`src/rtl/gpio_pkg.sv`:
```
package gpio_pkg;
  localparam int unsigned ADDR_W = 2;

  typedef enum logic [ADDR_W-1:0] {
    REG_DATA = 2'd0,
    REG_DIR  = 2'd1,
    REG_PULL = 2'd2,
    REG_ANAD = 2'd3
  } gpio_reg_e;
endpackage

```
`src/rtl/gpio_regs.sv`:
```
module gpio_regs
  import gpio_pkg::*;
#(
  parameter int unsigned WIDTH = 8
) (
  input  logic              clk_i,
  input  logic              rst_i,
  input  logic              wr_en_i,
  input  logic [ADDR_W-1:0] addr_i,
  input  logic [WIDTH-1:0]  wdata_i,
  output logic [WIDTH-1:0]  dat_o,
  output logic [WIDTH-1:0]  dir_o,
  output logic [WIDTH-1:0]  pul_o,
  output logic [WIDTH-1:0]  anad_o
);
  localparam logic [WIDTH-1:0] ANAD_RST = {WIDTH{1'b1}};

  logic [WIDTH-1:0] dat_q, dir_q, pul_q, anad_q;

  always_ff @(posedge clk_i) begin
    if (rst_i) begin
      dat_q  <= '0;
      dir_q  <= '0;
      pul_q  <= '0;
      anad_q <= ANAD_RST;
    end else if (wr_en_i) begin
      case (gpio_reg_e'(addr_i))
        REG_DATA: dat_q  <= wdata_i;
        REG_DIR:  dir_q  <= wdata_i;
        REG_PULL: pul_q  <= wdata_i;
        default:  anad_q <= wdata_i;
      endcase
    end
  end

  assign dat_o  = dat_q;
  assign dir_o  = dir_q;
  assign pul_o  = pul_q;
  assign anad_o = anad_q;

  AST_DIR_RESET: assert property (@(posedge clk_i) disable iff (rst_i)
    $past(rst_i) |-> (dir_q == '0 && anad_q == ANAD_RST));
  AST_WRITE_LANDS: assert property (@(posedge clk_i) disable iff (rst_i)
    ($past(!rst_i) && $past(wr_en_i) && $past(addr_i) == REG_DIR) |-> (dir_q == $past(wdata_i)));
endmodule

```
`src/rtl/gpio_pad_ctrl.sv`:
```
module gpio_pad_ctrl #(
  parameter int unsigned WIDTH = 8
) (
  input  logic             clk_i,
  input  logic             rst_i,
  input  logic             force_i,
  input  logic [WIDTH-1:0] dat_i,
  input  logic [WIDTH-1:0] dir_i,
  input  logic [WIDTH-1:0] pul_i,
  input  logic [WIDTH-1:0] anad_i,
  input  logic [WIDTH-1:0] per_oe_i,
  input  logic [WIDTH-1:0] per_out_i,
  input  logic [WIDTH-1:0] pad_in_i,
  output logic [WIDTH-1:0] oe_o,
  output logic [WIDTH-1:0] out_o,
  output logic [WIDTH-1:0] pu_o,
  output logic [WIDTH-1:0] in_o,
  output logic [WIDTH-1:0] ana_o
);
  for (genvar k = 0; k < WIDTH; k++) begin : g_pin
    logic drv_en, drv_val;
    logic oe_r, out_r, pu_r, in_r, ana_r;

    assign drv_en  = force_i ? 1'b0 : (per_oe_i[k] | dir_i[k]);
    assign drv_val = per_oe_i[k] ? per_out_i[k] : dat_i[k];

    always_ff @(posedge clk_i) begin
      if (rst_i) begin
        oe_r  <= 1'b0;
        out_r <= 1'b0;
        pu_r  <= 1'b0;
        in_r  <= 1'b0;
        ana_r <= 1'b0;
      end else begin
        oe_r  <= drv_en;
        out_r <= drv_val;
        pu_r  <= pul_i[k] & ~(drv_en & ~drv_val);
        in_r  <= ~force_i & pad_in_i[k];
        ana_r <= ~anad_i[k];
      end
    end

    assign oe_o[k]  = oe_r;
    assign out_o[k] = out_r;
    assign pu_o[k]  = pu_r;
    assign in_o[k]  = in_r;
    assign ana_o[k] = ana_r;
  end

  AST_FORCE_HIZ: assert property (@(posedge clk_i) disable iff (rst_i)
    force_i |=> (oe_o == '0));
  AST_FORCE_CLAMP: assert property (@(posedge clk_i) disable iff (rst_i)
    force_i |=> (in_o == '0));
  AST_PULL_OFF_LOW: assert property (@(posedge clk_i) disable iff (rst_i)
    ((pu_o & oe_o & ~out_o) == '0));
  AST_OVR_DRIVES: assert property (@(posedge clk_i) disable iff (rst_i)
    !force_i |=> ((oe_o & $past(per_oe_i)) == $past(per_oe_i)));
endmodule

```
`src/rtl/gpio_rd_mux.sv`:
```
module gpio_rd_mux
  import gpio_pkg::*;
#(
  parameter int unsigned WIDTH = 8
) (
  input  logic [ADDR_W-1:0] addr_i,
  input  logic              rmw_i,
  input  logic [WIDTH-1:0]  dat_i,
  input  logic [WIDTH-1:0]  dir_i,
  input  logic [WIDTH-1:0]  pul_i,
  input  logic [WIDTH-1:0]  anad_i,
  input  logic [WIDTH-1:0]  pins_i,
  output logic [WIDTH-1:0]  rdata_o
);
  always_comb begin
    case (gpio_reg_e'(addr_i))
      REG_DATA: rdata_o = rmw_i ? dat_i : pins_i;
      REG_DIR:  rdata_o = dir_i;
      REG_PULL: rdata_o = pul_i;
      default:  rdata_o = anad_i;
    endcase
  end
endmodule

```
`src/rtl/gpio_port.sv`:
```
module gpio_port
  import gpio_pkg::*;
#(
  parameter int unsigned WIDTH = 8
) (
  input  logic              clk_i,
  input  logic              rst_i,
  input  logic              wr_en_i,
  input  logic [ADDR_W-1:0] addr_i,
  input  logic [WIDTH-1:0]  wdata_i,
  input  logic              rmw_i,
  output logic [WIDTH-1:0]  rdata_o,
  input  logic              stby_i,
  input  logic              pin_hold_i,
  input  logic [WIDTH-1:0]  per_oe_i,
  input  logic [WIDTH-1:0]  per_out_i,
  input  logic [WIDTH-1:0]  pad_in_i,
  output logic [WIDTH-1:0]  pad_oe_o,
  output logic [WIDTH-1:0]  pad_out_o,
  output logic [WIDTH-1:0]  pad_pu_o,
  output logic [WIDTH-1:0]  pin_in_o,
  output logic [WIDTH-1:0]  ana_en_o
);
  logic [WIDTH-1:0] dat, dir, pul, anad;
  logic             force_hiz;

  assign force_hiz = stby_i & pin_hold_i;

  gpio_regs #(.WIDTH(WIDTH)) regs_i (
    .clk_i(clk_i), .rst_i(rst_i), .wr_en_i(wr_en_i), .addr_i(addr_i),
    .wdata_i(wdata_i), .dat_o(dat), .dir_o(dir), .pul_o(pul), .anad_o(anad)
  );

  gpio_pad_ctrl #(.WIDTH(WIDTH)) pads_i (
    .clk_i(clk_i), .rst_i(rst_i), .force_i(force_hiz),
    .dat_i(dat), .dir_i(dir), .pul_i(pul), .anad_i(anad),
    .per_oe_i(per_oe_i), .per_out_i(per_out_i), .pad_in_i(pad_in_i),
    .oe_o(pad_oe_o), .out_o(pad_out_o), .pu_o(pad_pu_o),
    .in_o(pin_in_o), .ana_o(ana_en_o)
  );

  gpio_rd_mux #(.WIDTH(WIDTH)) rdmux_i (
    .addr_i(addr_i), .rmw_i(rmw_i), .dat_i(dat), .dir_i(dir),
    .pul_i(pul), .anad_i(anad), .pins_i(pin_in_o), .rdata_o(rdata_o)
  );

  AST_RMW_LATCH: assert property (@(posedge clk_i) disable iff (rst_i)
    ($past(!rst_i) && $past(wr_en_i) && $past(addr_i) == REG_DATA && !wr_en_i
     && addr_i == REG_DATA && rmw_i) |-> (rdata_o == $past(wdata_i)));
endmodule

```
`config.mk`:
```
export PLATFORM = sky130hd
export DESIGN_NAME = gpio_port
export DESIGN_NICKNAME = d
export VERILOG_FILES = /design/src/rtl/gpio_pkg.sv /design/src/rtl/gpio_regs.sv /design/src/rtl/gpio_pad_ctrl.sv /design/src/rtl/gpio_rd_mux.sv /design/src/rtl/gpio_port.sv
export SDC_FILE = /design/constraint.sdc
export NUM_CORES = 1
export LEC_CHECK = 0
export ABC_AREA = 1
export BUFFER_PORTS_ARGS = -buffer_cell sky130_fd_sc_hd__buf_4
export CAP_MARGIN = 40
export CORE_MARGIN = 4
export CORE_UTILIZATION = 41
export CTS_CLUSTER_SIZE = 30
export DETAILED_ROUTE_END_ITERATION = 10
export GPL_ROUTABILITY_DRIVEN = 0
export PLACE_DENSITY = 0.75
export SLEW_MARGIN = 40
export SYNTH_ARGS = -nofsm -noshare
export SYNTH_HDL_FRONTEND = slang
export SYNTH_SLANG_ARGS = --single-unit
```
`constraint.sdc`:
```
create_clock -name clk_i -period 1.8 [get_ports clk_i]
set_input_delay 0.36 -clock clk_i [delete_from_list [all_inputs] [get_ports clk_i]]
set_output_delay 0.36 -clock clk_i [all_outputs]
set_load 0.01 [all_outputs]
```
### Yosys cells after proc, flatten, opt, wreduce, memory -nomap -nowiden

Index checks and enable logic that the tools add are counted.
W data, S select, Z words.

* flip-flop bits (word level): 72
* input port bits: 40
* output and inout bits: 48
* logic and storage cells: 129

* equal/unequal tests: 2
* mux-type cells: 18
* bitwise operators: 59
* reductions and logical operators: 6

Operators by type and width (count)
* $not A1 Y1: 26
* $and A1 B1 Y1: 25
* $pmux W8 S3: 1
* $mux W1: 16
* $mux W8: 1
* $or A1 B1 Y1: 8
* $reduce_and A2 Y1: 4
* $reduce_or A3 Y1: 1
* $eq A2 B1 Y1 const B: 1
* $eq A2 B2 Y1 const B: 1
* $logic_not A2 Y1: 1

### Logic depth before layout (Yosys ltp)

Gate-level depths: netlist of run 1.

* depth after elaboration: 5
* mapped depth: 7
* mapped depth without buffers: 6

### Modules after synthesis

From an unflattened synthesis of run 1, not the netlist that was laid out.

* cells, all modules: 482
* area, all modules: 3512.1 um2

Modules (own cells, without submodules)
* gpio_pad_ctrl: instances 1, cells each 191, area an instance 1616.6 um2, sequential area each 800.8 um2
* gpio_regs: instances 1, cells each 192, area an instance 1345.0 um2, sequential area each 640.6 um2
* gpio_rd_mux: instances 1, cells each 97, area an instance 543.0 um2, sequential area each 0.0 um2
* gpio_port: instances 1, cells each 2, area an instance 7.5 um2, sequential area each 0.0 um2

### Worst setup path before layout of run 1

Ideal clock, no wire load.

* path kind: in2out
* start: input port rmw_i
* end: output port rdata_o[6]
* arrival time: 1007 ps
* required time: 1440 ps
* path slack: 433 ps
* stages: 5
* path buffers: 1
* cells stage by stage: clkbuf_1 inv_1 nand2_1 nand3_1 nand4_1

* cells in the longest elaborated chain, start to end: 2

Ends and longest elaborated chain
* from (decl): RTL line gpio_port.sv:11 `input logic rmw_i,`
* $mux W8: RTL line gpio_rd_mux.sv:17 `REG_DATA: rdata_o = rmw_i ? dat_i : pins_i;`
* $pmux W8 S3: RTL line gpio_rd_mux.sv:16 `case (gpio_reg_e'(addr_i))`
* to (decl): RTL line gpio_port.sv:12 `output logic [WIDTH-1:0] rdata_o,`

No other way between the ends.

### Worst setup path in the final report of run 1

* start: input port addr_i[0]
* end: output port rdata_o[4]

* cells in the longest elaborated chain, start to end: 2
* elaborated cells on any way between the ends: 4
* those cells by class: eq/ne: 2; mux: 1; reduce/logical: 1

Ends and longest elaborated chain
* from (decl): RTL line gpio_port.sv:9 `input logic [ADDR_W-1:0] addr_i,`
* $eq A2 B2 Y1, or another cell as far along: RTL line gpio_rd_mux.sv:16
* $pmux W8 S3 (*): RTL line gpio_rd_mux.sv:16

Every way passes the cells marked *; elsewhere a longest branch is shown, timed or not.

==> flow_summary_export.csv, run 1 <==
group,metric,value,unit
drt,top_layer_used,"met4",
drt,vias_per_cell,4.57,
drt,met3WireLength,829,um
floorplan,num_rows,31,
floorplan,dieHeight,95.5,um
yosys,syn-num-nets,485,
cells_and_area,mostFrequentLayoutCells,"122 x nand2_1, 91 x buf_4, 72 x nor2_1, 72 x dfxtp_1, 62 x inv_1",
floorplan,ios,88,
yosys,syn_inst,445,
global_route,grt_max_degree,57,
drt,vias,2749,
cells_and_area,layout-drive-gt1-share,23.5,%
clocking,clock_latency,0.35,ns
pwr,power.leakage,2.02,nW
cells_and_area,layout_commonest_cell,"nand2_1",
timing,period_share,87.1,%
clocking,cts_sinks,72,
critical_path,worst_ep_arrival_time,1.21,ns
clocking,cts_setup_buffers,0,
yosys,syn_avg_cell_area,7.05,um^2
clocking,post_cts_resized,0,
job,maxCapViolCount,0,
drt,ant_nets,0,
clocking,cts_tree,"done",
global_route,grtUsageTotal,17.8,%
yosys,yosysUniqueCellTypes,17,
timing,worstMarginPinSlew,0.408,ns
global_route,antenna_found_initial,0,
timing,relSlewSlack,72.7,%
cells_and_area,final_nets,537,
drt,dr.pass1.iters,4,
clocking,numCtsBuffers,9,
timing,fmax,0.638,GHz
floorplan,start_util,42.8,%
floorplan,chipWidth,95.5,um
clocking,hold_buffers,0,
placement,place_inst,585,
status,outcome,"completed",
global_route,grt_pass1_wl,12.1,mm
pwr,vdd_drop_max,364,uV
critical_path,crit_required,1.44,ns
critical_path,worstSetupStartpointType,"primary input",
yosys,yosys_warnings,0,
cells_and_area,antenna_cells,0,
floorplan,die_area,0.00912,mm^2
timing,maxSlewViolCount,0,
drt,wirelength,7.68,mm
timing,setup-violations-final,0,
critical_path,end_kind,"output port",
floorplan,coreArea,0.00733,mm^2
yosys,ys_ff_latch,72,
timing,fin_worst_skew,0.00826,ns
pwr,powerDensity,890,mW/mm^2
clocking,clk_pin_slew,0.08,ns
clocking,h-tree-depth,3,
placement,io_buffers,87,
critical_path,crit_type,"in -> out",
timing,period_minus_slack,1.57,ns
timing,hold_viol,0,
yosys,syn_area,0.00314,mm^2
yosys,ys_seq_area_share,45.9,%
clocking,cts_buffer_depth,2,
global_route,grt-ovfl-total,0,
drt,drtIter0Drc,198,
timing,fin_tns_setup,0,ns
cells_and_area,stdcell_count,601,
cells_and_area,area_growth,20.3,%
timing,holdWs,0.236,ns
drt,met1_length,3.23,mm
drt,route.met2.wl,3.47,mm
clocking,clock_tree.root_cell,"clkbuf_8",
hold_path,hp-class,"in -> reg",
drt,drcViolationCount,0,
critical_path,cp_max_fo,9,
global_route,grt_pass1_vias,2584,
cells_and_area,fin_util,51.5,%
placement,hpwl,5.46,mm
timing,rsz0062_at_grt,"no",
drt,avgRoutedWirePerCell,12.8,um
[final cells by class]
| cell class | instances | area [um^2] |
|---|---|---|
| Tap cell | 99 | 124 |
| Inverter | 65 | 244 |
| Sequential cell | 72 | 1440 |
| Clock inverter | 5 | 31.3 |
| Multi-Input combinational cell | 257 | 1080 |
| Clock buffer | 11 | 151 |
| Fill cell | 721 | 3550 |
| Timing Repair Buffer | 92 | 703 |
[stage by stage]
stage	setup slack (ns)	total power, mW	area (um^2)
6_report	0.232	3.36	3780
5_1_grt	0.169	3.53	3780
4_1_cts	0.223	3.39	3780
3_5_place_dp	0.225	2.24	3590
3_3_place_gp	0.284	2.22	3590
2_1_floorplan	0.433	2.05	3140
[power by group]
group / switching [mW] / total (mW) / internal (mW)
clock network: 0.596 / 1.17 / 0.570
registers: 0.0384 / 1.71 / 1.67
logic: 0.268 / 0.485 / 0.218
total: 0.902 / 3.36 / 2.46
[cells in the mapped netlist, drive strengths merged]
cell,number,area (um^2)
a21oi,8,40.0
buf,48,360
clkbuf,3,11.3
dfxtp,72,1440
inv,65,244
nand2,125,487
nand3,24,120
nand4,8,50.1
nor2,76,305
o21ai,16,80.1
[registers in the layout, summed over array words and instances (netlist names)]
register and cells:
pads_i.g_pin.pu_r 8, regs_i.dat_o 8, regs_i.anad_o 8, pads_i.g_pin.ana_r 8, pads_i.g_pin.in_r 8, regs_i.pul_o 8, pads_i.g_pin.out_r 8, regs_i.dir_o 8
pads_i.g_pin.oe_r 8
[path summary, 6_finish.rpt]
check | startpoint | cells past startpoint | to | slack [ns]
min reg2reg | regs_i.anad_o[5]$_SDFFE_PP1P_ | 1 | pads_i.g_pin[5].ana_r$_SDFF_PP0_ | 0.45
max reg2reg | regs_i.dir_o[0]$_SDFFE_PP0P_ | 3 | pads_i.g_pin[0].pu_r$_SDFF_PP0_ | 0.93
max | addr_i[0] | 6 | rdata_o[4] | 0.23
min | pad_in_i[6] | 3 | pads_i.g_pin[6].in_r$_SDFF_PP0_ | 0.24
[layer usage]
| metal | vias up | GRT usage [%] |
|---|---|---|
| met5 | - | 0 |
| met4 | 0 | 7.11 |
| met3 | 12 | 7.10 |
| met2 | 106 | 28.8 |
| met1 | 1235 | 21.1 |
| li1 | 1396 | - |
[logic make-up after synthesis]
kind of cell,Yosys count,synth area share (%)
flops,72,45.9
simple gates,233,30.6
compound gates,24,3.83
buf+inv,116,19.6
[critical path, cell delays in order]
cell     delay (ns)
buf_4          0.12
inv_1          0.07
nor2_4         0.28
nand2_1        0.11
nand4_1        0.14
buf_4          0.14
Power figures use the tool's default switching activity.
==> inputs of run 2 (changes only) <==
--- a/config.mk
+++ b/config.mk
@@ -5,7 +5,7 @@
 export SDC_FILE = /design/constraint.sdc
 export NUM_CORES = 1
 export LEC_CHECK = 0
-export ABC_AREA = 1
+export ABC_AREA = 0
 export BUFFER_PORTS_ARGS = -buffer_cell sky130_fd_sc_hd__buf_4
 export CAP_MARGIN = 40
 export CORE_MARGIN = 4
==> run 2 against run 1 <==
  * The flow now finishes with violations (negative setup slack)
  * Count of clock-buffer cells in the layout down 1
  * Worst setup slack worse by 0.32 ns
  * Largest power group unchanged
  * Hold slack worse by 0.024 ns
  * Clock power up 20%
  * Final cell count down 23%
  * Non-clock buffer count up 15
==> flow_summary_export.csv, run 2 <==
group,metric,value,unit
clocking,cts_sinks,72,
floorplan,start_util,42.4,%
placement,hpwl,4.78,mm
yosys,ys_ff_latch,72,
pwr,power.leakage,1.87,nW
pwr,pwr-share-clk,39.5,%
timing,setup_ws,-0.0907,ns
timing,fmax,0.529,GHz
global_route,grtUsageTotal,16.9,%
clocking,clock_tree.root_cell,"clkbuf_8",
timing,period_share,105,%
clocking,numCtsBuffers,9,
yosys,syn_avg_cell_area,10.5,um^2
cells_and_area,layout-drive-gt1-share,43.1,%
floorplan,num_rows,31,
timing,period_minus_slack,1.89,ns
job,maxCapViolCount,0,
timing,relSlewSlack,69.5,%
global_route,grt-ovfl-total,0,
critical_path,cp_max_fo,2,
cells_and_area,layout_commonest_cell,"buf_4",
clocking,hold_buffers,0,
yosys,syn-num-nets,333,
cells_and_area,area_growth,27.1,%
drt,drcViolationCount,0,
yosys,ys_seq_area_share,46.9,%
pwr,internal_power,2.73,mW
timing,setup-violations-final,8,
hold_path,hp-class,"in -> reg",
drt,vias,2183,
timing,fin_worst_skew,0.00591,ns
yosys,ys.flop_type,"dfxtp_1",
cells_and_area,final_nets,397,
yosys,synth_enable_flop_cells,0,
yosys,yosysMostFrequentCell,"dfxtp_1",
cells_and_area,fin_area,0.00391,mm^2
yosys,synth_area_leaders,"dfxtp_1 47%, mux2i_1 10%, buf_4 10%",
floorplan,die_area,0.00895,mm^2
cells_and_area,seq_area,0.00146,mm^2
yosys,syn_inst,293,
floorplan,dieHeight,94.6,um
pwr,vdd_drop_max,403,uV
cells_and_area,antenna_cells,0,
critical_path,worstSetupStartpointType,"flop",
critical_path,end_kind,"output port",
pwr,p_comb_share,12.9,%
global_route,grt_pass1_wl,11.2,mm
cells_and_area,stdcell_count,461,
global_route,grt_pass1_vias,2258,
floorplan,coreArea,0.00725,mm^2
clocking,cts_tree,"done",
cells_and_area,nFillCells,664,
critical_path,crit_required,1.44,ns
yosys,yosysUniqueCellTypes,20,
clocking,clk_pin_slew,0.07,ns
drt,vias_per_cell,4.74,
floorplan,chipWidth,94.6,um
cells_and_area,multi_input_area,0.00127,mm^2
yosys,syn_area,0.00307,mm^2
cells_and_area,mostFrequentLayoutCells,"99 x buf_4, 56 x dfxtp_1, 40 x nor2_1",
yosys,synthTopCellsByCount,"72 x dfxtp_1, 41 x buf_4, 40 x nor2_1, 32 x mux2i_1, 17 x nand2_1",
yosys,yosysTopAreaCellShare,46.9,%
yosys,netlist.top_cell.by_area,"dfxtp_1",
drt,dr.pass1.iters,4,
yosys,async_flop_share,0,%
pwr,switchingPower,0.827,mW
critical_path,worst_ep_arrival_time,1.53,ns
clocking,h-tree-depth,3,
status,outcome,"finished with violations",
timing,worstMarginPinSlew,0.456,ns
status,violations,"negative setup slack",
clocking,cts_buffer_depth,2,
drt,wirelength,7.05,mm
drt,avgRoutedWirePerCell,15.3,um
placement,io_buffers,87,
clocking,clock_latency,0.34,ns
global_route,grt_max_degree,30,
global_route,antenna_found_initial,0,
pwr,p_seq_share,47.6,%
yosys,yosys_warnings,0,
drt,drtIter0Drc,73,
timing,rsz0062_at_grt,"yes",
pwr,powerDensity,910,mW/mm^2
drt,ant_nets,0,
timing,maxSlewViolCount,0,
placement,place_area,0.00355,mm^2
floorplan,ios,88,
pwr,swShare,23.2,%
placement,place_inst,434,
critical_path,crit_type,"reg -> out",
timing,hold_viol,0,
run 2: cell types whose count changed in the layout (fill, tap and decap cells not counted), moves of 10 or more:
cell,delta
dfxtp_1,-16
dfxtp_2,+16
inv_1,-62
mux2i_1,+32
nand2_1,-105
nand3_1,-23
nand3b_1,+10
nor2_1,-32
run 2: final timing paths:
kind | from | to | slack, ns | depth (start not counted)
worst min-delay path | pad_in_i[0] | pads_i.g_pin[0].in_r$_SDFF_PP0_ | 0.21 | 2
worst min register to register | regs_i.anad_o[5]$_SDFFE_PP1P_ | pads_i.g_pin[5].ana_r$_SDFF_PP0_ | 0.45 | 1
worst max-delay path | pads_i.g_pin[4].in_r$_SDFF_PP0_ | rdata_o[4] | -0.09 | 3
worst max register to register | regs_i.dat_o[6]$_SDFFE_PP0P_ | pads_i.g_pin[6].pu_r$_SDFF_PP0_ | 0.76 | 4
run 2: cell families (layout without fill, tap and decap cells):
logic type	count (synthesis)	count (layout)	share of synthesized area (%)
muxes	48	48	20.2
AOI/OAI and AO/OA	17	17	3.42
DFF	72	72	46.9
and+or+nand+nor	102	102	17.5
buffers and inverters	54	123	12.0
run 2: through the flow:
step / setup WS (ns) / utilization [%] / setup TNS [ns] / hold slack [ns] / power [mW]
after global placement: -0.0797 / 49.0 / -0.475 / 0.431 / 2.15
after floorplan: 0.177 / - / 0 / 0.410 / 1.99
after CTS: -0.116 / 53.7 / -0.828 / 0.193 / 3.60
after detailed placement: -0.0867 / 49.0 / -0.517 / 0.432 / 2.16
final: -0.0907 / 53.9 / -0.643 / 0.211 / 3.56
after global routing: -0.142 / 53.9 / -1.04 / 0.193 / 3.71
run 2: routing by layer:
metal  global-route usage (%)  wire [um]  up-vias
li1                         -          -     1074
met1                     19.4       3010     1032
met2                     28.9       3540       65
met3                     4.54        380       12
met4                     8.53        123        0
met5                        0          0        -
run 2: final cells by class:
cell class | count | share of cell area, %
clock buffer | 10 | 3.52
clock inverter | 6 | 2.11
multi-input combinational | 167 | 32.5
sequential | 72 | 37.4
tap | 99 | 3.17
timing repair buffer | 107 | 21.3
run 2: worst max-delay path: stages (launching register included):
cell,delay [ns]
dfxtp_2,0.33
mux2_4,0.26
mux4_2,0.47
buf_6,0.14
run 2: power groups by stage:
| stage | registers (mW) | logic (mW) | clock network, mW |
|---|---|---|---|
| 6_report | 1.69 | 0.458 | 1.40 |
| 5_1_grt | 1.70 | 0.499 | 1.51 |
| 4_1_cts | 1.69 | 0.463 | 1.44 |
| 3_5_place_dp | 1.73 | 0.431 | 0 |
| 3_3_place_gp | 1.73 | 0.424 | 0 |
| 2_1_floorplan | 1.72 | 0.268 | 0 |
run 2: repair_timing:
item	CTS	global route
gates resized for setup	21	3
buffers inserted	10	1
endpoints found under the setup margin	8	8
==> inputs of run 3 (changes only) <==
--- a/config.mk
+++ b/config.mk
@@ -8,13 +8,16 @@
 export ABC_AREA = 0
 export BUFFER_PORTS_ARGS = -buffer_cell sky130_fd_sc_hd__buf_4
 export CAP_MARGIN = 40
+export CORE_ASPECT_RATIO = 1.75
 export CORE_MARGIN = 4
 export CORE_UTILIZATION = 41
 export CTS_CLUSTER_SIZE = 30
 export DETAILED_ROUTE_END_ITERATION = 10
 export GPL_ROUTABILITY_DRIVEN = 0
 export PLACE_DENSITY = 0.75
+export SETUP_SLACK_MARGIN = 0.2
 export SLEW_MARGIN = 40
 export SYNTH_ARGS = -nofsm -noshare
 export SYNTH_HDL_FRONTEND = slang
 export SYNTH_SLANG_ARGS = --single-unit
+export TNS_END_PERCENT = 50
==> run 3 against run 2 <==
  * The flow still finishes with violations (negative setup slack)
  * Worst setup slack gained 0.0096 ns
  * Critical path depth stayed put
  * Register-to-register slack worse by 0.06 ns
  * Routed wire length up 2.2%
  * Clock skew fell by 0.0022 ns
==> flow_summary_export.csv, run 3 (synthesized netlist as in run 2, its figures left out) <==
group,metric,value,unit
drt,avgRoutedWirePerCell,16.2,um
global_route,grt_pass1_vias,2262,
global_route,antenna_found_initial,0,
cells_and_area,stdcell_count,444,
pwr,fin_total_pwr,4.52,mW
timing,relSlewSlack,70.3,%
cells_and_area,fin_area,0.00404,mm^2
drt,vias_per_cell,4.96,
critical_path,ff2ff_setup_slack,0.70,ns
clocking,numCtsBuffers,9,
floorplan,num_rows,41,
drt,vias,2202,
critical_path,cp_max_fo,2,
timing,period_share,105,%
cells_and_area,layout-drive-gt1-share,41.6,%
clocking,clock_latency,0.33,ns
clocking,clock_tree.root_cell,"clkbuf_16",
placement,place_inst,420,
critical_path,rr_endpoint,"pads_i.g_pin[4].pu_r$_SDFF_PP0_",
clocking,h-tree-depth,3,
cells_and_area,layout_commonest_cell,"buf_4",
timing,fin_worst_skew,0.00366,ns
clocking,clk_pin_slew,0.06,ns
floorplan,die_area,0.00900,mm^2
job,maxCapViolCount,0,
critical_path,r2r-start,"regs_i.dat_o[4]$_SDFFE_PP0P_",
clocking,cts_buffer_depth,2,
drt,ant_nets,0,
global_route,grtUsageTotal,17.4,%
status,violations,"negative setup slack",
pwr,vdd_drop_max,669,uV
timing,period_minus_slack,1.88,ns
floorplan,dieHeight,123,um
pwr,powerDensity,1120,mW/mm^2
clocking,hold_buffers,0,
drt,drcViolationCount,0,
placement,place_area,0.00353,mm^2
hold_path,worstHoldStart,"pad_in_i[2]",
drt,drtIter0Drc,70,
timing,fmax,0.532,GHz
global_route,grt_max_degree,30,
hold_path,hp-class,"in -> reg",
timing,hold_viol,0,
critical_path,end_kind,"output port",
placement,io_buffers,87,
cells_and_area,fin_util,55.9,%
floorplan,ios,88,
critical_path,worstSetupStartpointType,"flop",
timing,rsz0062_at_grt,"yes",
hold_path,holdPathEnd,"pads_i.g_pin[2].in_r$_SDFF_PP0_",
cells_and_area,area_growth,31.4,%
critical_path,worst_ep_arrival_time,1.52,ns
floorplan,chipWidth,73.5,um
critical_path,r2r_cells,4,
status,outcome,"finished with violations",
placement,hpwl,5.06,mm
critical_path,crit_required,1.44,ns
floorplan,start_util,42.5,%
cells_and_area,final_nets,393,
cells_and_area,antenna_cells,0,
clocking,cts_sinks,72,
timing,maxSlewViolCount,0,
placement,place_ws,-0.0808,ns
global_route,grt_pass1_wl,11.4,mm
pwr,power.leakage,1.94,nW
cells_and_area,mostFrequentLayoutCells,"95 x buf_4, 59 x dfxtp_1, 40 x nor2_1",
clocking,cts_tree,"done",
global_route,grt-ovfl-total,0,
critical_path,crit_type,"reg -> out",
drt,dr.pass1.iters,4,
drt,wirelength,7.20,mm
timing,worstMarginPinSlew,0.445,ns
timing,setup-violations-final,8,
timing,setup_ws,-0.0811,ns
floorplan,coreArea,0.00723,mm^2
hold_path,holdPathStages,2,
-- run 3: changes by cell type in the layout (fill, tap and decap cells not counted) --
cell / change
dfxtp_1: +3
buf_4: -4
clkinv_2: -3
dfxtp_2: -3
clkbuf_16: +9
clkbuf_8: -8
clkinvlp_4: -1
bufinv_16: +3
-- run 3: metrics by stage --
step,hold slack [ns],setup TNS [ns]
detailed placement,0.433,-0.501
global placement,0.428,-0.509
CTS,0.217,-0.677
floorplan,0.410,0
global route,0.216,-0.921
finish,0.224,-0.551
-- run 3: worst max-delay path by stage --
stage	slack [ns]	cells after the start	to	from
after floorplan	0.19	3	rdata_o[0]	rmw_i
after global placement	-0.08	4	rdata_o[4]	rmw_i
after detailed placement	-0.08	4	rdata_o[4]	rmw_i
after CTS	-0.09	3	rdata_o[4]	pads_i.g_pin[4].in_r$_SDFF_PP0_
after global routing	-0.13	3	rdata_o[0]	pads_i.g_pin[0].in_r$_SDFF_PP0_
final	-0.08	3	rdata_o[0]	pads_i.g_pin[0].in_r$_SDFF_PP0_
-- run 3: per-layer routing --
layer,share of wire [%],GRT usage [%],vias to the layer above
met4,2.7,9.64,0
met5,0,0,-
met1,39,19.6,1054
met3,5.1,4.51,15
met2,54,29.1,62
li1,-,-,1071
-- run 3: layout make-up --
class                   instances  area (um^2)
well taps                      86          108
clock buffers                  11          253
multi-input cells             167         1270
fillers                       635         3190
flip-flops and latches         72         1460
clock inverters                 5          150
repair buffers                103          803
-- run 3: timing repair --
action,4_1_cts,5_1_grt
buffers inserted,5,3
endpoints found under the setup margin,8,8
gates resized for setup,18,3
pin swaps,0,0
-- run 3: critical path, cell delays in order, from the launching register on --
cell	delay, ns
dfxtp_2	0.32
mux2_4	0.26
mux4_2	0.47
buf_6	0.14
-- run 3: where the power goes --
part	leakage (nW)	switching (mW)	internal (mW)
clock network	0.196	0.654	1.71
logic	1.15	0.200	0.255
registers	0.594	0.0347	1.66
